File: src/rtl/sd_dma_pkg.sv
// Shared register offsets, field positions and mover states for the SD DMA engine.
package sd_dma_pkg;
    localparam logic [11:0] OFS_MODE      = 12'h820;
    localparam logic [11:0] OFS_CTRL      = 12'h828;
    localparam logic [11:0] OFS_CHRST     = 12'h830;
    localparam logic [11:0] OFS_DONE      = 12'h840;
    localparam logic [11:0] OFS_DONE_MSK  = 12'h848;
    localparam logic [11:0] OFS_FAULT     = 12'h850;
    localparam logic [11:0] OFS_FAULT_MSK = 12'h858;
    localparam logic [11:0] OFS_BUFADDR   = 12'h880;

    localparam int MODE_CHAN_BIT = 16;   // 0: memory to card, 1: card to memory
    localparam int MODE_INC_BIT  = 0;    // 1: incrementing address
    localparam int CHRST_LO      = 8;    // bits 9:8 active-low channel holds
    localparam int FLAG_LO       = 16;   // bits 17:16 per-channel flags

    typedef enum logic [1:0] {
        MV_IDLE = 2'd0,
        MV_MEM  = 2'd1,
        MV_CARD = 2'd2
    } mv_state_e;
endpackage

File: src/rtl/sd_dma_regs.sv
// Register file of the SD DMA engine.
// Decodes writes, holds mode, address, channel holds, flags and masks, qualifies
// start commands (busy, held channel, alignment) and forms the interrupt.
// Assumes one register write per cycle; reads are combinational.
module sd_dma_regs
    import sd_dma_pkg::*;
#(
    parameter int ADDR_W     = 32,
    parameter int ALIGN_BITS = 7
) (
    input  logic              clk,
    input  logic              rst_n,
    input  logic              reg_we,
    input  logic [11:0]       reg_addr,
    input  logic [63:0]       reg_wdata,
    output logic [63:0]       reg_rdata,
    input  logic              busy_i,
    input  logic              done_i,
    input  logic              done_chan_i,
    output logic              start_o,
    output logic              chan_o,
    output logic              inc_o,
    output logic [ADDR_W-1:0] xfer_addr_o,
    output logic [1:0]        hold_o,
    output logic [31:0]       done_mask_o,
    output logic [31:0]       fault_mask_o,
    output logic              irq_o
);
    logic [31:0]       mode_q;
    logic [ADDR_W-1:0] addr_q;
    logic [1:0]        chrst_q;
    logic [1:0]        done_q;
    logic [1:0]        fault_q;
    logic [31:0]       dmsk_q;
    logic [31:0]       fmsk_q;
    logic              start_req;
    logic              misaligned;
    logic [31:0]       chrst_view;
    logic              unused_wdata;

    assign unused_wdata = ^reg_wdata[63:32];

    // Qualify a start: control bit 0 set, engine idle, selected channel released.
    always_comb begin
        start_req  = reg_we && (reg_addr == OFS_CTRL) && reg_wdata[0]
                     && !busy_i && chrst_q[mode_q[MODE_CHAN_BIT]];
        misaligned = |addr_q[ALIGN_BITS-1:0];
    end

    assign start_o      = start_req && !misaligned;
    assign chan_o       = mode_q[MODE_CHAN_BIT];
    assign inc_o        = mode_q[MODE_INC_BIT];
    assign xfer_addr_o  = addr_q;
    assign hold_o       = ~chrst_q;
    assign done_mask_o  = dmsk_q;
    assign fault_mask_o = fmsk_q;

    // Configuration registers: mode, buffer address, channel holds, masks.
    always_ff @(posedge clk) begin
        if (!rst_n) begin
            mode_q  <= '0;
            addr_q  <= '0;
            chrst_q <= 2'b11;
            dmsk_q  <= '1;
            fmsk_q  <= '1;
        end else if (reg_we) begin
            case (reg_addr)
                OFS_MODE:      mode_q  <= reg_wdata[31:0];
                OFS_BUFADDR:   addr_q  <= reg_wdata[ADDR_W-1:0];
                OFS_CHRST:     chrst_q <= reg_wdata[CHRST_LO+1:CHRST_LO];
                OFS_DONE_MSK:  dmsk_q  <= reg_wdata[31:0];
                OFS_FAULT_MSK: fmsk_q  <= reg_wdata[31:0];
                default: ;
            endcase
        end
    end

    // Per-channel flags: set by events, cleared by writing 0 to their bit.
    for (genvar c = 0; c < 2; c++) begin : g_flag
        always_ff @(posedge clk) begin
            if (!rst_n) begin
                done_q[c]  <= 1'b0;
                fault_q[c] <= 1'b0;
            end else begin
                done_q[c] <= ((reg_we && reg_addr == OFS_DONE)
                                 ? done_q[c] & reg_wdata[FLAG_LO+c] : done_q[c])
                             | (done_i && (done_chan_i == c[0]));
                fault_q[c] <= ((reg_we && reg_addr == OFS_FAULT)
                                 ? fault_q[c] & reg_wdata[FLAG_LO+c] : fault_q[c])
                             | (start_req && misaligned && (mode_q[MODE_CHAN_BIT] == c[0]));
            end
        end
    end

    // Interrupt: any flag whose mask bit is open.
    assign irq_o = |(done_q & ~dmsk_q[FLAG_LO+1:FLAG_LO])
                 | |(fault_q & ~fmsk_q[FLAG_LO+1:FLAG_LO]);

    // Read-back multiplexer.
    always_comb begin
        chrst_view = '1;
        chrst_view[CHRST_LO+1:CHRST_LO] = chrst_q;
        reg_rdata = '0;
        case (reg_addr)
            OFS_MODE:      reg_rdata[31:0] = mode_q;
            OFS_CHRST:     reg_rdata[31:0] = chrst_view;
            OFS_DONE:      reg_rdata[FLAG_LO+1:FLAG_LO] = done_q;
            OFS_DONE_MSK:  reg_rdata[31:0] = dmsk_q;
            OFS_FAULT:     reg_rdata[FLAG_LO+1:FLAG_LO] = fault_q;
            OFS_FAULT_MSK: reg_rdata[31:0] = fmsk_q;
            OFS_BUFADDR:   reg_rdata[ADDR_W-1:0] = addr_q;
            default: ;
        endcase
    end
endmodule

File: src/rtl/sd_dma_mover.sv
// Beat mover of the SD DMA engine.
// Channel 0: memory read, then push to the card stream. Channel 1: pull from the
// card stream, then memory write. One word per beat; a held channel aborts.
// Assumes start_i only when idle, with an already aligned address.
module sd_dma_mover
    import sd_dma_pkg::*;
#(
    parameter int ADDR_W = 32,
    parameter int DATA_W = 32,
    parameter int BEAT_W = 42
) (
    input  logic              clk,
    input  logic              rst_n,
    input  logic              start_i,
    input  logic              chan_i,
    input  logic              inc_i,
    input  logic [ADDR_W-1:0] addr_i,
    input  logic [BEAT_W-1:0] beats_i,
    input  logic [1:0]        hold_i,
    output logic              busy_o,
    output logic              done_o,
    output logic              done_chan_o,
    output logic              mem_req,
    output logic              mem_we,
    output logic [ADDR_W-1:0] mem_addr,
    output logic [DATA_W-1:0] mem_wdata,
    input  logic              mem_ack,
    input  logic [DATA_W-1:0] mem_rdata,
    output logic              tx_valid,
    output logic [DATA_W-1:0] tx_data,
    input  logic              tx_ready,
    input  logic              rx_valid,
    input  logic [DATA_W-1:0] rx_data,
    output logic              rx_ready
);
    localparam logic [ADDR_W-1:0] STEP = ADDR_W'(DATA_W / 8);

    mv_state_e         state_q;
    logic              chan_q;
    logic              inc_q;
    logic              done_q;
    logic [ADDR_W-1:0] addr_q;
    logic [BEAT_W-1:0] left_q;
    logic [DATA_W-1:0] word_q;
    logic              abort;
    logic              beat_fin;

    // Beat completion and abort detection.
    always_comb begin
        abort    = (state_q != MV_IDLE) && hold_i[chan_q];
        beat_fin = ((state_q == MV_MEM) && chan_q && mem_ack)
                || ((state_q == MV_CARD) && !chan_q && tx_ready);
    end

    // Transfer sequencing, address stepping and beat counting.
    always_ff @(posedge clk) begin
        if (!rst_n) begin
            state_q <= MV_IDLE;
            chan_q  <= 1'b0;
            inc_q   <= 1'b0;
            done_q  <= 1'b0;
            addr_q  <= '0;
            left_q  <= '0;
            word_q  <= '0;
        end else begin
            done_q <= 1'b0;
            if (abort) begin
                state_q <= MV_IDLE;
            end else if (state_q == MV_IDLE) begin
                if (start_i) begin
                    chan_q <= chan_i;
                    inc_q  <= inc_i;
                    addr_q <= addr_i;
                    left_q <= beats_i;
                    if (beats_i == '0) done_q  <= 1'b1;
                    else               state_q <= chan_i ? MV_CARD : MV_MEM;
                end
            end else if (beat_fin) begin
                if (left_q == BEAT_W'(1)) begin
                    state_q <= MV_IDLE;
                    done_q  <= 1'b1;
                end else begin
                    left_q  <= left_q - BEAT_W'(1);
                    addr_q  <= inc_q ? addr_q + STEP : addr_q;
                    state_q <= chan_q ? MV_CARD : MV_MEM;
                end
            end else if (state_q == MV_MEM && !chan_q && mem_ack) begin
                word_q  <= mem_rdata;
                state_q <= MV_CARD;
            end else if (state_q == MV_CARD && chan_q && rx_valid) begin
                word_q  <= rx_data;
                state_q <= MV_MEM;
            end
        end
    end

    assign busy_o      = (state_q != MV_IDLE);
    assign done_o      = done_q;
    assign done_chan_o = chan_q;
    assign mem_req     = (state_q == MV_MEM);
    assign mem_we      = chan_q;
    assign mem_addr    = addr_q;
    assign mem_wdata   = word_q;
    assign tx_valid    = (state_q == MV_CARD) && !chan_q;
    assign tx_data     = word_q;
    assign rx_ready    = (state_q == MV_CARD) && chan_q;
endmodule

File: src/rtl/sd_dma_engine.sv
// Top of the SD host single-segment DMA engine.
// Ties the register file to the beat mover and derives the beat count from the
// block count and block size ports. Assumes blk_size is a multiple of the word size.
module sd_dma_engine
    import sd_dma_pkg::*;
#(
    parameter int ADDR_W     = 32,
    parameter int DATA_W     = 32,
    parameter int CNT_W      = 32,
    parameter int BSZ_W      = 12,
    parameter int ALIGN_BITS = 7
) (
    input  logic              clk,
    input  logic              rst_n,
    input  logic              reg_we,
    input  logic [11:0]       reg_addr,
    input  logic [63:0]       reg_wdata,
    output logic [63:0]       reg_rdata,
    input  logic [CNT_W-1:0]  blk_cnt,
    input  logic [BSZ_W-1:0]  blk_size,
    output logic              mem_req,
    output logic              mem_we,
    output logic [ADDR_W-1:0] mem_addr,
    output logic [DATA_W-1:0] mem_wdata,
    input  logic              mem_ack,
    input  logic [DATA_W-1:0] mem_rdata,
    output logic              tx_valid,
    output logic [DATA_W-1:0] tx_data,
    input  logic              tx_ready,
    input  logic              rx_valid,
    input  logic [DATA_W-1:0] rx_data,
    output logic              rx_ready,
    output logic              irq
);
    localparam int WSH    = $clog2(DATA_W / 8);
    localparam int BYTE_W = CNT_W + BSZ_W;
    localparam int BEAT_W = BYTE_W - WSH;

    logic              mv_busy, mv_done, mv_done_chan;
    logic              mv_start, sel_chan, sel_inc;
    logic [ADDR_W-1:0] xfer_addr;
    logic [1:0]        chan_hold;
    logic [31:0]       done_mask, fault_mask;
    logic [BYTE_W-1:0] xfer_bytes;
    logic [BEAT_W-1:0] xfer_beats;
    logic              unused_lo;

    // Transfer length in bytes and in words.
    assign xfer_bytes = BYTE_W'(blk_cnt) * BYTE_W'(blk_size);
    assign xfer_beats = xfer_bytes[BYTE_W-1:WSH];
    assign unused_lo  = ^xfer_bytes[WSH-1:0];

    sd_dma_regs #(.ADDR_W(ADDR_W), .ALIGN_BITS(ALIGN_BITS)) u_regs (
        .clk(clk), .rst_n(rst_n),
        .reg_we(reg_we), .reg_addr(reg_addr), .reg_wdata(reg_wdata), .reg_rdata(reg_rdata),
        .busy_i(mv_busy), .done_i(mv_done), .done_chan_i(mv_done_chan),
        .start_o(mv_start), .chan_o(sel_chan), .inc_o(sel_inc), .xfer_addr_o(xfer_addr),
        .hold_o(chan_hold), .done_mask_o(done_mask), .fault_mask_o(fault_mask), .irq_o(irq)
    );

    sd_dma_mover #(.ADDR_W(ADDR_W), .DATA_W(DATA_W), .BEAT_W(BEAT_W)) u_mover (
        .clk(clk), .rst_n(rst_n),
        .start_i(mv_start), .chan_i(sel_chan), .inc_i(sel_inc), .addr_i(xfer_addr),
        .beats_i(xfer_beats), .hold_i(chan_hold),
        .busy_o(mv_busy), .done_o(mv_done), .done_chan_o(mv_done_chan),
        .mem_req(mem_req), .mem_we(mem_we), .mem_addr(mem_addr), .mem_wdata(mem_wdata),
        .mem_ack(mem_ack), .mem_rdata(mem_rdata),
        .tx_valid(tx_valid), .tx_data(tx_data), .tx_ready(tx_ready),
        .rx_valid(rx_valid), .rx_data(rx_data), .rx_ready(rx_ready)
    );
endmodule

File: config.mk
export PLATFORM = sky130hd
export DESIGN_NAME = sd_dma_engine
export DESIGN_NICKNAME = d
export VERILOG_FILES = /design/src/rtl/sd_dma_pkg.sv /design/src/rtl/sd_dma_regs.sv /design/src/rtl/sd_dma_mover.sv /design/src/rtl/sd_dma_engine.sv
export SDC_FILE = /design/constraint.sdc
export NUM_CORES = 2
export LEC_CHECK = 0
export BUFFER_PORTS_ARGS = -buffer_cell sky130_fd_sc_hd__buf_2
export CELL_PAD_IN_SITES_DETAIL_PLACEMENT = 1
export CELL_PAD_IN_SITES_GLOBAL_PLACEMENT = 1
export CORE_AREA = 2 2 251 253
export DETAILED_ROUTE_END_ITERATION = 8
export DIE_AREA = 0 0 253 255
export PLACE_DENSITY_LB_ADDON = 0.08
export SLEW_MARGIN = 20
export SYNTH_ARGS = -nofsm -noshare
export SYNTH_HDL_FRONTEND = slang
export SYNTH_SLANG_ARGS = --single-unit
File: constraint.sdc
create_clock -name clk -period 7.4 [get_ports clk]
set_input_delay 0.74 -clock clk [delete_from_list [all_inputs] [get_ports clk]]
set_output_delay 0.74 -clock clk [all_outputs]
set_load 0.01 [all_outputs]
==> flow_summary.toml <==
[power]
ir_drop_v = 0.0004426
p_clk_frac = 0.121
p_total_w = 0.01270
netSwitchingFraction = 0.5218
cellInternalPower_w = 0.006072
seqPwrFrac = 0.104
p_per_area_mw_per_mm2 = 462.3
power.switching_w = 0.006625
pwr-share-comb = 0.775
p_leak_nw = 12.82

[floorplan]
rows = 92
start_util = 0.3952
die_y_um = 255
io_pins = 355
fp.dieW_um = 253
die-area_mm2 = 0.06452
core-area_mm2 = 0.06216

[timing]
timing.fmax_ghz = 0.1436
holdWs_ps = 428.7
tightest_slew_ps = 1090
finalWorstPathRequiredPeriod_ps = 6966
setup_violations = 0
hold_viol = 0
rsz0062_at_grt = "no"
slew_headroom = 0.2734
clock_skew_ps = 13.18
slew_viol_final = 0
finalCritPeriodShare = 0.9413

[grt]
grt_pass1_vias = 24560
grt_max_degree = 87
overflow = 0
track_usage = 0.2601
grt_pass1_wl_mm = 134.1
antenna_found_initial = 11

[clock_tree]
clock_sinks = 245
cts-buffers-inserted = 30
clockRootBuffer = "clkbuf_16"
clk_latency_ps = 570
cts.path.max_buffers = 3
cts.clk_slew.worst_paths_ps = 60
cts_tree = "done"
cts_hold_buffers = 0
cts_max_level = 1

[layout]
n_fill_cell = 7704
final_nets = 3899
syn2layout_area_growth_pct = 11.80
drive_gt1_frac = 0.1347

[logic_synthesis]
yosysWarnings = 0
seq_area_frac_synth = 0.1996
synthArstFlopShare = 0
post_synth.cell_area_avg_um2 = 7.728
synth_cell_types = 87
ys_ff_latch = 245
synth_cells = 3179
syn-cell-area_mm2 = 0.02457
synth_edf_count = 0
synth-main-ff-cell = "dfxtp_1"

[critical_path]
rr_worst_depth = 11
cpPeakStageDelay_ps = 530
cpMostUsedCell = "fa_1"
crit_path_top_delay_cell = "fa_1"
r2r_setup_slack_ps = 3440
path_max_fanout = 19
critPathRequiredTime_ps = 7890
end_kind = "flip-flop"
criticalPathCategory = "in2reg"
arrival_ps = 7460
r2r_end = "u_mover.left_q[31]"
cp_cell_sequence = "buf_2, buf_4, nand2_1, fa_1, fa_1, inv_1, fa_1, fa_1, inv_1, fa_1, inv_1, ha_1, nand4_1, nor4_1, o21ai_0, a31oi_2, or4_1, o311ai_0, a2111oi_0, nand4_1, o21ai_1, mux2i_1"
r2r_start = "u_mover.left_q[29]"
startpoint_type = "input pin"

[placed_design]
dp_hpwl_mm = 63.48
io_buffer_count = 290
place.gp.congestion = 0.8426

[min_path]
hold_start = "reg_wdata[29]"
hold_class = "in2reg"
holdPathStages = 3
min_to = "u_regs.fault_mask_o[29]"

[status]
status = "completed"

[detailed_routing]
vias = 22630
drt_wl_total_mm = 83.07
ant_nets = 0
drtIter0Drc = 1068
avgViaCountPerCell = 5.449
detail_route.first_pass.iterations = 5
drcViolationCount = 0
avgRoutedWirePerCell_um = 20.00

[flow_run]
cap_violations = 0
[worst max-delay path by stage]
stage / start / endpoint / cells past startpoint
2_1_floorplan: blk_size[6] / u_mover.state_q[0] / 22
3_3_place_gp: blk_size[4] / u_mover.state_q[0] / 22
3_5_place_dp: blk_size[4] / u_mover.state_q[1] / 22
4_1_cts: blk_size[4] / u_mover.state_q[1] / 22
5_1_grt: blk_cnt[5] / u_mover.state_q[0] / 23
6_report: blk_size[4] / u_mover.state_q[0] / 22
[placed cells by master, fill, tap and decap left out, types with 16 or more instances in the layout]
| cell | synthesis | routed |
|---|---|---|
| o21ai_0 | 138 | 138 |
| clkbuf_16 | 0 | 31 |
| inv_1 | 356 | 356 |
| a21oi_1 | 205 | 205 |
| nor4_1 | 21 | 21 |
| a22oi_1 | 43 | 43 |
| ha_1 | 84 | 84 |
| fa_1 | 300 | 300 |
| dfxtp_1 | 245 | 245 |
| nand2_1 | 698 | 698 |
| and3_1 | 19 | 19 |
| a211oi_1 | 50 | 50 |
| nor2_1 | 183 | 177 |
| nor3_1 | 29 | 28 |
| buf_2 | 9 | 289 |
| mux2i_1 | 41 | 41 |
| nand4_1 | 22 | 22 |
| conb_1 | 1 | 32 |
| xnor2_1 | 16 | 16 |
| buf_4 | 64 | 62 |
| nand3_1 | 123 | 123 |
| and2_1 | 112 | 109 |
[layout make-up]
class	instances	area, um2	area share
Clock buffer	49	953.4	0.03471
Multi-Input combinational cell	2336	17180	0.6254
Clock inverter	7	85.08	0.003098
Tap cell	799	999.7	0.03640
Inverter	357	1343	0.04888
Antenna cell	5	12.51	0.0004555
Timing Repair Buffer	355	1992	0.07252
Sequential cell	245	4905	0.1786
[flip-flops by register name, indices dropped and copies added, names as in the netlist, 32 cells and up]
| register | cells |
|---|---|
| u_mover.mem_wdata | 32 |
| u_mover.mem_addr | 32 |
| u_mover.left_q | 42 |
| u_regs.mode_q | 32 |
| u_regs.fault_mask_o | 32 |
| u_regs.xfer_addr_o | 32 |
| u_regs.done_mask_o | 32 |
[power by group through the flow]
stage	Combinational [W]	Clock (W)	Sequential, W
after global placement	0.00970	0	0.00135
after floorplan	0.00644	0	0.00135
after CTS	0.00994	0.00157	0.00132
final	0.00984	0.00154	0.00132
after global routing	0.0111	0.00163	0.00132
after detailed placement	0.00984	0	0.00135
[per-stage QoR]
| step | util | TNS [ps] | cells | setup slack [ps] | area, um2 |
|---|---|---|---|---|---|
| 6_report | 0.4419 | 0 | 4153 | 434.4 | 27470 |
| 5_1_grt | 0.4417 | 0 | 4150 | 58.22 | 27460 |
| 4_1_cts | 0.4414 | 0 | 4148 | 461.1 | 27440 |
| 3_5_place_dp | 0.4247 | -214.1 | 4092 | -114.6 | 26400 |
| 3_3_place_gp | 0.4247 | 0 | 4092 | 1.191 | 26400 |
| 2_1_floorplan | - | 0 | 3210 | 710.3 | 24680 |
[synth_stat cells (6+ instances only)]
| library cell | number | area (um2) |
|---|---|---|
| a211oi_1 | 50 | 375.4 |
| a21o_1 | 13 | 97.59 |
| a21oi_1 | 205 | 1026 |
| a22o_1 | 8 | 70.07 |
| a22oi_1 | 43 | 322.8 |
| a31oi_1 | 11 | 68.82 |
| and2_1 | 112 | 700.7 |
| and3_1 | 19 | 118.9 |
| buf_1 | 9 | 33.78 |
| buf_2 | 9 | 45.04 |
| buf_4 | 64 | 480.5 |
| buf_6 | 8 | 90.09 |
| clkbuf_1 | 182 | 683.2 |
| dfxtp_1 | 245 | 4905 |
| fa_1 | 300 | 6006 |
| ha_1 | 84 | 1051 |
| inv_1 | 356 | 1336 |
| mux2i_1 | 41 | 410.4 |
| nand2_1 | 698 | 2620 |
| nand3_1 | 123 | 615.6 |
| nand3b_1 | 11 | 82.58 |
| nand4_1 | 22 | 137.6 |
| nor2_1 | 183 | 686.9 |
| nor3_1 | 29 | 145.1 |
| nor4_1 | 21 | 131.4 |
| o211ai_1 | 8 | 60.06 |
| o21a_1 | 9 | 67.56 |
| o21ai_0 | 138 | 690.7 |
| o21bai_1 | 6 | 45.04 |
| o221a_2 | 6 | 67.56 |
| o22ai_1 | 7 | 43.79 |
| o31ai_1 | 10 | 75.07 |
| or2_2 | 8 | 50.05 |
| or3_1 | 8 | 50.05 |
| or4_1 | 8 | 60.06 |
| xnor2_1 | 16 | 140.1 |
| xor2_1 | 12 | 105.1 |
[worst max-delay path, delay by kind of cell]
family / cells / cell delay (ps)
buffers and inverters: 5 / 790
muxes: 1 / 220
AOI/OAI and AO/OA: 5 / 1560
and+or+nand+nor: 5 / 1200
adders and majority gates: 6 / 2930
[kinds of logic (layout without fill, tap and decap cells)]
group           after synthesis  after routing  share of synthesized area
xor+xnor                     28             28                   0.009982
mux                          43             43                    0.01762
other cells                   1             37                  0.0001526
buf+inv                     629            768                     0.1088
simple gates               1275           1275                     0.2316
fa+ha+maj                   384            384                     0.2872
flops                       245            245                     0.1996
compound gates              574            574                     0.1450
[layer usage]
| layer | vias up | track usage | routed length (um) |
|---|---|---|---|
| met2 | 382 | 0.4926 | 44330 |
| met4 | 10 | 0.06458 | 1746 |
| met5 | - | 0 | 66 |
| met1 | 11600 | 0.3099 | 33690 |
| li1 | 10530 | - | - |
| met3 | 109 | 0.03315 | 3232 |
[what timing repair did]
item	CTS	global route
resized for setup	0	2
endpoints found under the setup margin	0	2
buffers inserted	0	0
Power figures use the tool's default switching activity.
